## config.mk

```make
export PLATFORM = sky130hd
export DESIGN_NAME = l2_line_ctrl
export DESIGN_NICKNAME = d
export VERILOG_FILES = /design/src/rtl/l2c_pkg.sv /design/src/rtl/l2c_evdec.sv /design/src/rtl/l2c_fsm_next.sv /design/src/rtl/l2c_line_regs.sv /design/src/rtl/l2_line_ctrl.sv
export SDC_FILE = /design/constraint.sdc
export NUM_CORES = 1
export LEC_CHECK = 0
export BUFFER_PORTS_ARGS = -buffer_cell sky130_fd_sc_hd__buf_4
export CAP_MARGIN = 10
export CORE_UTILIZATION = 46
export DETAILED_ROUTE_END_ITERATION = 16
export GPL_TIMING_DRIVEN = 1
export PLACE_DENSITY = 0.69
export SLEW_MARGIN = 20
export SYNTH_ARGS = -nofsm -noshare
export SYNTH_HDL_FRONTEND = slang
export SYNTH_HIERARCHICAL = 1
export SYNTH_SLANG_ARGS = --single-unit
export TNS_END_PERCENT = 50
```

## constraint.sdc

```tcl
create_clock -name clk -period 3.8 [get_ports clk]
set_clock_uncertainty 0.05 [all_clocks]
set_input_delay 0.38 -clock clk [delete_from_list [all_inputs] [get_ports clk]]
set_output_delay 0.38 -clock clk [all_outputs]
set_load 0.01 [all_outputs]
```

## src/rtl/l2c_pkg.sv

```systemverilog
package l2c_pkg;

  typedef enum logic [3:0] {
    EV_READ   = 4'd0,
    EV_IREAD  = 4'd1,
    EV_WRITE  = 4'd2,
    EV_UPGR   = 4'd3,
    EV_WBACK  = 4'd4,
    EV_MDATA  = 4'd5,
    EV_MACK   = 4'd6,
    EV_LDATA  = 4'd7,
    EV_UNBLK  = 4'd8,
    EV_XUNBLK = 4'd9,
    EV_REPL   = 4'd10,
    EV_MINV   = 4'd11
  } ev_kind_e;

  typedef enum logic [3:0] {
    LS_IDLE   = 4'd0,
    LS_SHR    = 4'd1,
    LS_MOD    = 4'd2,
    LS_L1OWN  = 4'd3,
    LS_FILL1  = 4'd4,
    LS_FILLN  = 4'd5,
    LS_FILLW  = 4'd6,
    LS_WAITX  = 4'd7,
    LS_FWD2   = 4'd8,
    LS_FWDD   = 4'd9,
    LS_FWDU   = 4'd10,
    LS_EVICT  = 4'd11
  } line_st_e;

  typedef struct packed {
    logic rd;
    logic ird;
    logic wr;
    logic upg;
    logic wb;
    logic mdata;
    logic mack;
    logic ldata;
    logic unb;
    logic xunb;
    logic repl;
    logic minv;
  } ev_flags_t;

  typedef struct packed {
    logic recycle;
    logic fetch;
    logic fwd;
    logic inv;
    logic data;
    logic excl;
    logic ack;
    logic wback_ack;
    logic mem_data;
    logic mem_ack;
  } strobe_t;

  function automatic logic st_transient(line_st_e s);
    return (s >= LS_FILL1);
  endfunction

  function automatic logic st_fill_read(line_st_e s);
    return (s == LS_FILL1) || (s == LS_FILLN);
  endfunction

endpackage

```

## src/rtl/l2c_evdec.sv

```systemverilog
module l2c_evdec
  import l2c_pkg::*;
#(
  parameter int NUM_L1 = 4,
  parameter int IDW = (NUM_L1 > 1) ? $clog2(NUM_L1) : 1
) (
  input  logic              ev_valid,
  input  logic [3:0]        ev_kind,
  input  logic [IDW-1:0]    ev_src,
  input  logic [NUM_L1-1:0] cur_shr,
  input  logic [IDW-1:0]    cur_own,
  output ev_flags_t         flags,
  output logic [NUM_L1-1:0] src_mask,
  output logic [NUM_L1-1:0] others_mask,
  output logic              src_is_owner
);

  function automatic logic [NUM_L1-1:0] id_bit(input logic [IDW-1:0] id);
    logic [NUM_L1-1:0] m;
    m = '0;
    m[id] = 1'b1;
    return m;
  endfunction

  logic     src_shares;
  ev_kind_e kind;

  assign kind         = ev_kind_e'(ev_kind);
  assign src_mask     = id_bit(ev_src);
  assign src_shares   = |(cur_shr & src_mask);
  assign others_mask  = cur_shr & ~src_mask;
  assign src_is_owner = (ev_src == cur_own);

  always_comb begin
    flags = '0;
    if (ev_valid) begin
      case (kind)
        EV_READ:   flags.rd    = 1'b1;
        EV_IREAD:  flags.ird   = 1'b1;
        EV_WRITE:  flags.wr    = 1'b1;
        EV_UPGR: begin
          if (src_shares) flags.upg = 1'b1;
          else            flags.wr  = 1'b1;
        end
        EV_WBACK:  flags.wb    = 1'b1;
        EV_MDATA:  flags.mdata = 1'b1;
        EV_MACK:   flags.mack  = 1'b1;
        EV_LDATA:  flags.ldata = 1'b1;
        EV_UNBLK:  flags.unb   = 1'b1;
        EV_XUNBLK: flags.xunb  = 1'b1;
        EV_REPL:   flags.repl  = 1'b1;
        EV_MINV:   flags.minv  = 1'b1;
        default:   flags       = '0;
      endcase
    end
  end

endmodule

```

## src/rtl/l2c_fsm_next.sv

```systemverilog
module l2c_fsm_next
  import l2c_pkg::*;
#(
  parameter int NUM_L1 = 4,
  parameter int IDW = (NUM_L1 > 1) ? $clog2(NUM_L1) : 1
) (
  input  line_st_e          cur_st,
  input  ev_flags_t         f,
  input  logic [NUM_L1-1:0] cur_shr,
  input  logic [NUM_L1-1:0] cur_rd,
  input  logic [IDW-1:0]    cur_own,
  input  logic [IDW-1:0]    cur_wr,
  input  logic              cur_dirty,
  input  logic [IDW-1:0]    ev_src,
  input  logic              ev_dirty,
  input  logic [NUM_L1-1:0] src_mask,
  input  logic [NUM_L1-1:0] others_mask,
  input  logic              src_is_owner,
  output line_st_e          nxt_st,
  output logic [NUM_L1-1:0] nxt_shr,
  output logic [NUM_L1-1:0] nxt_rd,
  output logic [IDW-1:0]    nxt_own,
  output logic [IDW-1:0]    nxt_wr,
  output logic              nxt_dirty,
  output strobe_t           stb,
  output logic [NUM_L1-1:0] inv_mask,
  output logic [NUM_L1-1:0] data_mask,
  output logic [IDW-1:0]    fwd_dst
);

  function automatic logic [NUM_L1-1:0] id_bit(input logic [IDW-1:0] id);
    logic [NUM_L1-1:0] m;
    m = '0;
    m[id] = 1'b1;
    return m;
  endfunction

  logic reading, writing, demand, stall_class, merge_read, has_others;

  assign reading     = f.rd | f.ird;
  assign writing     = f.wr | f.upg;
  assign demand      = reading | writing;
  assign has_others  = |others_mask;
  assign merge_read  = reading & st_fill_read(cur_st);
  assign stall_class = st_transient(cur_st) & ~merge_read &
                       (demand | f.repl | (f.minv & (cur_st != LS_EVICT)));

  always_comb begin
    nxt_st    = cur_st;
    nxt_shr   = cur_shr;
    nxt_rd    = cur_rd;
    nxt_own   = cur_own;
    nxt_wr    = cur_wr;
    nxt_dirty = cur_dirty;
    stb       = '0;
    inv_mask  = '0;
    data_mask = '0;
    fwd_dst   = '0;
    stb.wback_ack = f.wb;

    if (stall_class) begin
      stb.recycle = 1'b1;
    end else if (merge_read) begin
      nxt_rd  = cur_rd | src_mask;
      nxt_shr = cur_shr | src_mask;
      nxt_st  = LS_FILLN;
    end else begin
      case (cur_st)
        LS_IDLE: begin
          if (reading) begin
            stb.fetch = 1'b1;
            nxt_shr   = src_mask;
            nxt_rd    = src_mask;
            nxt_st    = f.rd ? LS_FILL1 : LS_FILLN;
          end else if (writing) begin
            stb.fetch = 1'b1;
            nxt_shr   = '0;
            nxt_wr    = ev_src;
            nxt_st    = LS_FILLW;
          end
        end
        LS_SHR: begin
          if (reading) begin
            stb.data  = 1'b1;
            data_mask = src_mask;
            nxt_shr   = cur_shr | src_mask;
          end else if (writing) begin
            stb.inv  = has_others;
            inv_mask = has_others ? others_mask : '0;
            if (f.upg) begin
              stb.ack = 1'b1;
            end else begin
              stb.data  = 1'b1;
              stb.excl  = 1'b1;
              data_mask = src_mask;
            end
            nxt_st = LS_WAITX;
          end
        end
        LS_MOD: begin
          if (f.ird) begin
            stb.data  = 1'b1;
            data_mask = src_mask;
            nxt_shr   = src_mask;
            nxt_st    = LS_SHR;
          end else if (f.rd || writing) begin
            stb.data  = 1'b1;
            stb.excl  = 1'b1;
            data_mask = src_mask;
            nxt_st    = LS_WAITX;
          end else if (f.repl) begin
            stb.mem_data = cur_dirty;
            stb.mem_ack  = ~cur_dirty;
            nxt_st       = LS_EVICT;
          end
        end
        LS_L1OWN: begin
          if (demand) begin
            stb.fwd = 1'b1;
            fwd_dst = cur_own;
            nxt_st  = reading ? LS_FWD2 : LS_WAITX;
          end else if (f.wb && src_is_owner) begin
            nxt_shr   = '0;
            nxt_dirty = ev_dirty;
            nxt_st    = LS_MOD;
          end
        end
        LS_FILL1, LS_FILLN: begin
          if (f.mdata) begin
            stb.data  = 1'b1;
            stb.excl  = (cur_st == LS_FILL1);
            data_mask = cur_rd;
            nxt_st    = (cur_st == LS_FILL1) ? LS_WAITX : LS_SHR;
          end
        end
        LS_FILLW: begin
          if (f.mdata) begin
            stb.data  = 1'b1;
            stb.excl  = 1'b1;
            data_mask = id_bit(cur_wr);
            nxt_st    = LS_WAITX;
          end
        end
        LS_WAITX: begin
          if (f.xunb) begin
            nxt_shr = src_mask;
            nxt_own = ev_src;
            nxt_st  = LS_L1OWN;
          end
        end
        LS_FWD2: begin
          if (f.unb) begin
            nxt_shr = cur_shr | src_mask;
            nxt_st  = LS_FWDD;
          end else if (f.ldata) begin
            nxt_st = LS_FWDU;
          end
        end
        LS_FWDD: begin
          if (f.ldata) nxt_st = LS_SHR;
        end
        LS_FWDU: begin
          if (f.unb) begin
            nxt_shr = cur_shr | src_mask;
            nxt_st  = LS_SHR;
          end
        end
        LS_EVICT: begin
          if (f.mack) begin
            nxt_shr   = '0;
            nxt_rd    = '0;
            nxt_dirty = 1'b0;
            nxt_st    = LS_IDLE;
          end
        end
        default: nxt_st = LS_IDLE;
      endcase
    end
  end

endmodule

```

## src/rtl/l2c_line_regs.sv

```systemverilog
module l2c_line_regs
  import l2c_pkg::*;
#(
  parameter int NUM_L1 = 4,
  parameter int IDW = (NUM_L1 > 1) ? $clog2(NUM_L1) : 1
) (
  input  logic              clk,
  input  logic              rst_n,
  input  line_st_e          nxt_st,
  input  logic [NUM_L1-1:0] nxt_shr,
  input  logic [NUM_L1-1:0] nxt_rd,
  input  logic [IDW-1:0]    nxt_own,
  input  logic [IDW-1:0]    nxt_wr,
  input  logic              nxt_dirty,
  output line_st_e          cur_st,
  output logic [NUM_L1-1:0] cur_shr,
  output logic [NUM_L1-1:0] cur_rd,
  output logic [IDW-1:0]    cur_own,
  output logic [IDW-1:0]    cur_wr,
  output logic              cur_dirty
);

  always_ff @(posedge clk or negedge rst_n) begin
    if (!rst_n) begin
      cur_st    <= LS_IDLE;
      cur_shr   <= '0;
      cur_rd    <= '0;
      cur_own   <= '0;
      cur_wr    <= '0;
      cur_dirty <= 1'b0;
    end else begin
      cur_st    <= nxt_st;
      cur_shr   <= nxt_shr;
      cur_rd    <= nxt_rd;
      cur_own   <= nxt_own;
      cur_wr    <= nxt_wr;
      cur_dirty <= nxt_dirty;
    end
  end

endmodule

```

## src/rtl/l2_line_ctrl.sv

```systemverilog
module l2_line_ctrl
  import l2c_pkg::*;
#(
  parameter int NUM_L1 = 4,
  parameter int IDW = (NUM_L1 > 1) ? $clog2(NUM_L1) : 1
) (
  input  logic              clk,
  input  logic              rst_n,
  input  logic              ev_valid,
  input  logic [3:0]        ev_kind,
  input  logic [IDW-1:0]    ev_src,
  input  logic              ev_dirty,
  output logic              recycle,
  output logic              send_fetch,
  output logic              send_fwd,
  output logic [IDW-1:0]    fwd_dst,
  output logic              send_inv,
  output logic [NUM_L1-1:0] inv_mask,
  output logic              send_data,
  output logic [NUM_L1-1:0] data_mask,
  output logic              data_excl,
  output logic              send_ack,
  output logic              send_wback_ack,
  output logic              send_mem_data,
  output logic              send_mem_ack,
  output logic [3:0]        line_state,
  output logic [NUM_L1-1:0] sharers,
  output logic [IDW-1:0]    owner
);

  ev_flags_t         flags;
  strobe_t           stb;
  line_st_e          cur_st, nxt_st;
  logic [NUM_L1-1:0] cur_shr, nxt_shr, cur_rd, nxt_rd, src_mask, others_mask;
  logic [IDW-1:0]    cur_own, nxt_own, cur_wr, nxt_wr;
  logic              cur_dirty, nxt_dirty, src_is_owner;

  // named internal events used by the checker
  logic grant_owned, evict_done;
  assign grant_owned = (cur_st == LS_WAITX) && flags.xunb;
  assign evict_done  = (cur_st == LS_EVICT) && flags.mack;

  l2c_evdec #(.NUM_L1(NUM_L1), .IDW(IDW)) u_dec (
    .ev_valid     (ev_valid),
    .ev_kind      (ev_kind),
    .ev_src       (ev_src),
    .cur_shr      (cur_shr),
    .cur_own      (cur_own),
    .flags        (flags),
    .src_mask     (src_mask),
    .others_mask  (others_mask),
    .src_is_owner (src_is_owner)
  );

  l2c_fsm_next #(.NUM_L1(NUM_L1), .IDW(IDW)) u_nxt (
    .cur_st       (cur_st),
    .f            (flags),
    .cur_shr      (cur_shr),
    .cur_rd       (cur_rd),
    .cur_own      (cur_own),
    .cur_wr       (cur_wr),
    .cur_dirty    (cur_dirty),
    .ev_src       (ev_src),
    .ev_dirty     (ev_dirty),
    .src_mask     (src_mask),
    .others_mask  (others_mask),
    .src_is_owner (src_is_owner),
    .nxt_st       (nxt_st),
    .nxt_shr      (nxt_shr),
    .nxt_rd       (nxt_rd),
    .nxt_own      (nxt_own),
    .nxt_wr       (nxt_wr),
    .nxt_dirty    (nxt_dirty),
    .stb          (stb),
    .inv_mask     (inv_mask),
    .data_mask    (data_mask),
    .fwd_dst      (fwd_dst)
  );

  l2c_line_regs #(.NUM_L1(NUM_L1), .IDW(IDW)) u_regs (
    .clk       (clk),
    .rst_n     (rst_n),
    .nxt_st    (nxt_st),
    .nxt_shr   (nxt_shr),
    .nxt_rd    (nxt_rd),
    .nxt_own   (nxt_own),
    .nxt_wr    (nxt_wr),
    .nxt_dirty (nxt_dirty),
    .cur_st    (cur_st),
    .cur_shr   (cur_shr),
    .cur_rd    (cur_rd),
    .cur_own   (cur_own),
    .cur_wr    (cur_wr),
    .cur_dirty (cur_dirty)
  );

  assign recycle        = stb.recycle;
  assign send_fetch     = stb.fetch;
  assign send_fwd       = stb.fwd;
  assign send_inv       = stb.inv;
  assign send_data      = stb.data;
  assign data_excl      = stb.excl;
  assign send_ack       = stb.ack;
  assign send_wback_ack = stb.wback_ack;
  assign send_mem_data  = stb.mem_data;
  assign send_mem_ack   = stb.mem_ack;
  assign line_state     = cur_st;
  assign sharers        = cur_shr;
  assign owner          = cur_own;

endmodule

```

### Yosys cells after proc, flatten, opt, wreduce, memory -nomap -nowiden

Cells that the tools add are included.

* register bits after elaboration: 17
* latch bits: 0
* bits in writable memories: 0
* bits in read-only memories: 0
* input port bits: 10
* output and inout port bits: 30
* logic and storage cells: 200
* memories kept: 0

* add/subtract/negate cells: 0
* multiply operators: 0
* divide/modulo/power cells: 0
* $lt $le $gt $ge: 5
* equal/unequal tests: 45
* shifts and indexed selects: 0
* muxes and demuxes: 106
* bitwise operators: 18
* reductions and logical operators: 20

Operator list (count)
* 2-to-1 mux 4 bit: 46
* one-hot mux 4 bit (11 select lines): 1
* == test 4 x 3 -> 1 bit (second input constant): 8
* == test 4 bit (second input constant): 8
* 2-to-1 mux 1 bit: 32
* 2-to-1 mux 2 bit: 15
* one-hot mux 4 bit (7 select lines): 1
* != test 3 x 1 -> 1 bit (second input constant): 6
* != test 3 x 2 -> 1 bit (second input constant): 6
* == test 4 x 2 -> 1 bit (second input constant): 4
* one-hot mux 4 bit (4 select lines): 1
* AND reduction 13 bit: 1
* 2-to-1 mux 12 bit: 1
* 2-to-1 mux 6 bit: 2
* AND reduction 10 bit: 1
* bitwise AND 4 bit: 2
* == test 4 x 1 -> 1 bit (second input constant): 2
* logical NOT 4 bit: 2
* != test 4 x 1 -> 1 bit (second input constant): 2
* bitwise OR 4 bit: 2
* one-hot mux 2 bit (4 select lines): 1
* one-hot mux 4 bit (2 select lines): 1
* AND reduction 4 bit: 2
* nonzero test 8 bit: 1
* other kinds (25): 46

### Depth between registers and ports, before layout

Gate-level depths: netlist of the first run.

* depth after elaboration: 16
* depth in mapped cells: 10
* mapped depth without buffers: 8

### Hierarchy

The synthesis of the first run kept the hierarchy.

By module, submodules not included
* l2c_fsm_next: times used 1, cells an instance 224, area each 1348.8 um^2, sequential area each 0.0 um^2
* l2c_line_regs: times used 1, cells an instance 17, area each 425.4 um^2, sequential area each 425.4 um^2
* l2c_evdec: times used 1, cells an instance 37, area each 209.0 um^2, sequential area each 0.0 um^2

### Worst setup path after synthesis of the first run

OpenSTA, ideal clock, no wires.

* path kind: input port to flip-flop
* start: input ev_src[1]
* end: register u_regs.cur_own[0]
* library setup time: 0.125 ns
* arrival time: 2.653 ns
* data required time: 3.625 ns
* setup slack: 0.972 ns
* stages: 10
* path buffers: 2
* cell sequence: buf_2 mux2i_1 o22ai_1 nor2b_1 or4_1 buf_2 a211oi_4 nor2_2 or4_4 mux2_4

RTL lines
* start, declared: RTL line l2_line_ctrl.sv:11 `input logic [IDW-1:0] ev_src,`
* end signal, assigned: RTL line l2c_line_regs.sv:35 `cur_own <= nxt_own;`
* end, declared: RTL line l2c_line_regs.sv:18 `output logic [IDW-1:0] cur_own,`

==> results.ini, run 1 <==
[finish]
multiInputGateArea_sq_mm = 0.00142
fin_nets = 321
layout-drive-gt1-share_pct = 20.6
fin_area_sq_mm = 0.00237
antennaDiodeCount = 0
final_cell_mix = 48 x buf_4, 35 x nor2_1, 19 x a21oi_1
syn_to_final_growth_pct = 19.6
seq_area_sq_um = 425
layout_commonest_cell = buf_4
fillers = 393

[global_routing]
antenna_found_initial = 0
overflow = 0
grt_usage_pct = 32.1
grt_pass1_vias = 2105
grt_start_max_net_pins = 26
grt_pass1_wl_um = 10900

[route]
drtIter0Drc = 245
drt.antenna.violating_nets = 0
drc = 0
via_count = 2402
via_per_inst = 6.67
wl_per_cell_um = 19.2
drt-pass1-iter-count = 5
finalWirelength_um = 6920

[yosys]
synth_seq_area_share_pct = 21.5
synth-edff-count = 0
synthCells = 278
syn_nets = 288
ys_ff_latch = 17
netlist_area_sq_mm = 0.00198
synth_cell_type_count = 56
syn_area_per_cell_sq_um = 7.13
synth_ff_type = dfrtp_1
ys_warn_count = 6
async_flop_share_pct = 100

[clock_tree]
cts_resized = 0
postCtsSetupBuffers = 0
hold_buffers = 1
htree_levels = 1
clock-sinks = 17
clkSlewWorstSetupHoldPaths_ns = 0.08
clkLatencyLatePin_ns = 0.26
cts_tree = done
cts_buffers = 3
clockBufferDepth = 2
cts_root_buffer = clkbuf_8

[pwr]
powerDensity_mw_per_mm2 = 554
leakage_nw = 0.992
vdd_drop_max_v = 0.000300

[timing]
hold_violations = 0
setup_viol = 0
max_freq_mhz = 313
min_period_ns = 3.20
worst_slew_pin_slew_ns = 1.07
finalCritPeriodShare_pct = 84.1
maxSlewViolCount = 0
finalSetupTns_ns = 0
slew_headroom_pct = 28.1
fin_ws_ns = 0.603
hold_ws_ns = 0.351
rsz0062_at_grt = false

[worst_hold_path]
hold_class = input pin to flop
min_path_cells = 3

[setup_path]
required_ns = 3.37
cp_max_fo = 9
start_kind = flop
endpoint_kind = output port
rr_worst_depth = 8
arrival_ns = 2.77
critPathKind = flop to output port

[outcome]
status = completed

[die]
pin_count = 40
rows = 23
core_area_sq_mm = 0.00406
die_w_um = 67.7
start_util_pct = 48.9
die_area_sq_mm = 0.00458
die_y_um = 67.7

[job]
maxCapViolCount = 0

[placed_design]
dpl.hpwl_um = 5100
placed_area_sq_mm = 0.00232
portBuffers = 39
dp_slack_ns = 0.699
gp_congestion = 1.03

-- sequential cells by signal (all words and copies together) (netlist names) --
| signal | flops |
|---|---|
| u_regs/cur_shr | 4 |
| u_regs/cur_dirty | 1 |
| u_regs/cur_rd | 4 |
| u_regs/cur_st | 4 |
| u_regs/cur_wr | 2 |
| u_regs/cur_own | 2 |
-- final timing paths --
| path | start | end | slack (ns) |
|---|---|---|---|
| max reg2reg | u_regs/cur_shr[2] | u_regs/cur_own[1] | 0.76 |
| min in group asynchronous | rst_n | u_regs/cur_dirty | 0.47 |
| max in group asynchronous | rst_n | u_regs/cur_rd[2] | 3.02 |
| min reg2reg | u_regs/cur_rd[1] | u_regs/cur_rd[1] | 0.46 |
| min | ev_dirty | u_regs/cur_dirty | 0.35 |
| max | u_regs/cur_shr[2] | send_data | 0.60 |
-- per-stage QoR --
step                      util (%)  total power [mW]  std cells
after floorplan                  -             0.885        278
after global placement        57.1              1.15        355
after detailed placement      57.1              1.13        355
after CTS                     58.5              1.29        360
after global routing          58.5              1.40        360
final                         58.5              1.31        360
-- report_power, final --
group | leakage (nW) | internal (mW) | total [mW] | switching, mW
Clock | 0.0228 | 0.0746 | 0.146 | 0.0713
Combinational | 0.754 | 0.335 | 0.805 | 0.470
Sequential | 0.215 | 0.241 | 0.363 | 0.122
-- metal layers --
layer | track usage, % | wire [um] | part of all wire [%]
met5 | 0 | 0 | 0
met4 | 14.6 | 287 | 4.1
met2 | 49.0 | 2990 | 43
met1 | 43.6 | 2940 | 42
met3 | 5.41 | 708 | 10
-- synth_stat cells, types with 7 or more instances --
library cell  count  area, sq um
o22ai_1           9         56.3
nor2_1           35          131
nor2b_1          12         75.1
and2_1            9         56.3
nand3_1          11         55.1
a21oi_1          19         95.1
a31oi_1           7         43.8
nor3_1            9         45.0
dfrtp_1          17          425
clkbuf_1         14         52.6
inv_1            13         48.8
o21ai_0          10         50.1
nand2_1          17         63.8
-- critical path, cell delays in order, from the launching register on --
cell,delay [ns]
dfrtp_1,0.51
mux2i_1,0.14
o22ai_1,0.16
nor2_1,0.11
or4_1,0.66
o31ai_1,0.27
o2111ai_1,0.31
nor2_1,0.22
buf_4,0.14
-- area by class of cell --
cell class	instances	share of cell area, %
Tap cell	50	2.64
Sequential cell	17	17.9
Inverter	13	2.06
Multi-Input combinational cell	227	59.9
Clock buffer	4	1.90
Timing Repair Buffer	49	15.6
-- cells by family (layout without fill, tap and decap cells) --
| group | count (synthesis) | after routing | share of synthesized area [%] |
|---|---|---|---|
| XOR/XNOR | 2 | 2 | 0.883 |
| flip-flops | 17 | 17 | 21.5 |
| AND/OR/NAND/NOR | 123 | 123 | 32.1 |
| AO/OA/AOI/OAI | 92 | 92 | 32.9 |
| multiplexers | 10 | 10 | 5.80 |
| buffers and inverters | 34 | 66 | 6.94 |
(Power assumes the default switching activity.)
==> run 2: changes to the inputs <==
--- a/config.mk
+++ b/config.mk
@@ -10,7 +10,7 @@
 export CORE_UTILIZATION = 46
 export DETAILED_ROUTE_END_ITERATION = 16
 export GPL_TIMING_DRIVEN = 1
-export PLACE_DENSITY = 0.69
+export PLACE_DENSITY = 0.71
 export SLEW_MARGIN = 20
 export SYNTH_ARGS = -nofsm -noshare
 export SYNTH_HDL_FRONTEND = slang
==> constraint.sdc (replaced) <==
create_clock -name clk -period 2.8 [get_ports clk]
set_clock_uncertainty 0.05 [all_clocks]
set_input_delay 0.28 -clock clk [delete_from_list [all_inputs] [get_ports clk]]
set_output_delay 0.28 -clock clk [all_outputs]
set_load 0.01 [all_outputs]
==> run 2 against run 1 <==
Against the previous run: routed wire length up 4.9%; sequential share of layout area shrank 1.5 points; register-to-register slack got worse by 0.70 ns; global-route usage grew 1.1 points; critical path depth increased by 3; core utilization increased by 5.2 points; worst hold slack worse by 0.12 ns; highest routed layer unchanged.
==> results.ini, run 2 (synthesis results as in run 1) <==
[pwr]
p_int_mw = 0.960
vdd_drop_max_v = 0.000390
leakage_nw = 1.10
powerDensity_mw_per_mm2 = 734
p_seq_share_pct = 21.7
switching_share_pct = 49.4
switchingPower_mw = 0.937
clockPowerShare_pct = 10.4
combPwrFrac_pct = 67.9
finalPower_mw = 1.90

[route]
drt.antenna.violating_nets = 0
drt-pass1-iter-count = 5
via_count = 2467
finalWirelength_um = 7260
wl_per_cell_um = 19.0
drc = 0
via_per_inst = 6.48
drtIter0Drc = 322

[setup_path]
slowest_stage = or4_4
rrSetupSlack_ns = 0.06
crit_path_max_incr_delay_ns = 0.45
required_ns = 2.87
cp_max_fo = 5
endpoint_kind = flop
path_cells = mux2i_1, o22ai_1, nor2b_2, or4_4, buf_6, buf_4, a211oi_1, buf_4, o22ai_1, nor2_1, o22ai_1
crit_path_frequent_cell = o22ai_1
start_kind = flop
arrival_ns = 2.81
critPathKind = flop to flop

[die]
die_area_sq_mm = 0.00458
rows = 23
die_y_um = 67.7
start_util_pct = 48.9
pin_count = 40
core_area_sq_mm = 0.00406
die_w_um = 67.7

[global_routing]
grt_start_max_net_pins = 28
grt_pass1_wl_um = 11200
antenna_found_initial = 0
grt_pass1_vias = 2246
grt_usage_pct = 33.3
overflow = 0

[job]
maxCapViolCount = 0

[clock_tree]
htree_levels = 1
cts_buffers = 3
clockBufferDepth = 2
clock-sinks = 17
cts_tree = done
cts_root_buffer = clkbuf_8
clkSlewWorstSetupHoldPaths_ns = 0.08
clkLatencyLatePin_ns = 0.26

[timing]
min_period_ns = 2.74
slew_headroom_pct = 51.3
worst_slew_pin_slew_ns = 0.727
maxSlewViolCount = 0
max_freq_mhz = 365
finalCritPeriodShare_pct = 97.8
setup_viol = 0
rsz0062_at_grt = true
hold_violations = 0

[finish]
fillers = 379
multiInputGateArea_sq_mm = 0.00147
top_regs = u_regs/cur_rd (4), u_regs/cur_shr (4), u_regs/cur_st (4)
final_cell_mix = 68 x buf_4, 35 x nor2_1, 18 x a21oi_1
syn_to_final_growth_pct = 30.2
layout-drive-gt1-share_pct = 27.8
fin_util_pct = 63.6
seq_area_sq_um = 425
antennaDiodeCount = 0
fin_nets = 342
layout_commonest_cell = buf_4

[placed_design]
gp_congestion = 0.962
dpl.hpwl_um = 5350
portBuffers = 39

[worst_hold_path]
hold_class = input pin to flop

[outcome]
status = completed

==> run 2: repair_timing <==
action / CTS / global route
setup buffers: 0 / 1
endpoints found under the hold margin: 17 / 0
hold buffers: 1 / 0
setup endpoints to repair: 6 / 9
gates resized for setup: 3 / 6
pin swaps: 2 / 6
==> run 2: worst max-delay path: cells and delay by family, from the launching register on <==
kind                   cells  cell delay, ns
AND/OR/NAND/NOR            3            0.87
AO/OA/AOI/OAI              4            0.65
flip-flops                 1            0.41
buffers and inverters      3            0.46
multiplexers               1            0.16
==> run 2: final cells by class <==
cell class	count	share of cell area, %
Tap cell	50	2.42
Sequential cell	17	16.5
Timing Repair Buffer	70	20.6
Multi-Input combinational cell	227	56.8
Clock inverter	1	0.194
Inverter	13	1.89
Clock buffer	3	1.60
==> run 2: per-stage QoR <==
stage / worst slack (ns) / instances / setup TNS [ns] / area [sq um] / hold slack [ns]
2_1_floorplan: 0.0725 / 278 / 0 / 1980 / -0.0656
3_3_place_gp: 0.0817 / 375 / 0 / 2470 / 0.117
3_5_place_dp: 0.0743 / 375 / 0 / 2470 / 0.120
4_1_cts: 0.0282 / 380 / 0 / 2540 / 0.236
5_1_grt: -0.0726 / 381 / -0.337 / 2580 / 0.239
6_report: 0.0620 / 381 / 0 / 2580 / 0.235
==> run 2: path summary, 6_finish.rpt <==
check	start	end	cells past startpoint
min	ev_dirty	u_regs/cur_dirty	3
max in group asynchronous	rst_n	u_regs/cur_rd[2]	2
min reg2reg	u_regs/cur_rd[0]	u_regs/cur_rd[0]	1
max reg2reg	u_regs/cur_shr[1]	u_regs/cur_shr[1]	11
min in group asynchronous	rst_n	u_regs/cur_shr[2]	2
max	u_regs/cur_shr[1]	u_regs/cur_shr[1]	11
==> run 2: power groups by stage <==
stage	registers (mW)	clock network, mW	logic (mW)
after floorplan	0.415	0	0.787
after global placement	0.414	0	1.21
after detailed placement	0.414	0	1.21
after CTS	0.409	0.202	1.23
after global routing	0.422	0.213	1.38
final	0.412	0.197	1.29
==> run 2: per-layer routing <==
metal / vias to the layer above / track usage [%] / part of all wire [%]
met5: - / 0 / 0
met4: 0 / 14.9 / 3.3
met3: 34 / 5.74 / 8.8
met2: 157 / 49.9 / 43
met1: 1131 / 45.9 / 45
li1: 1145 / - / -
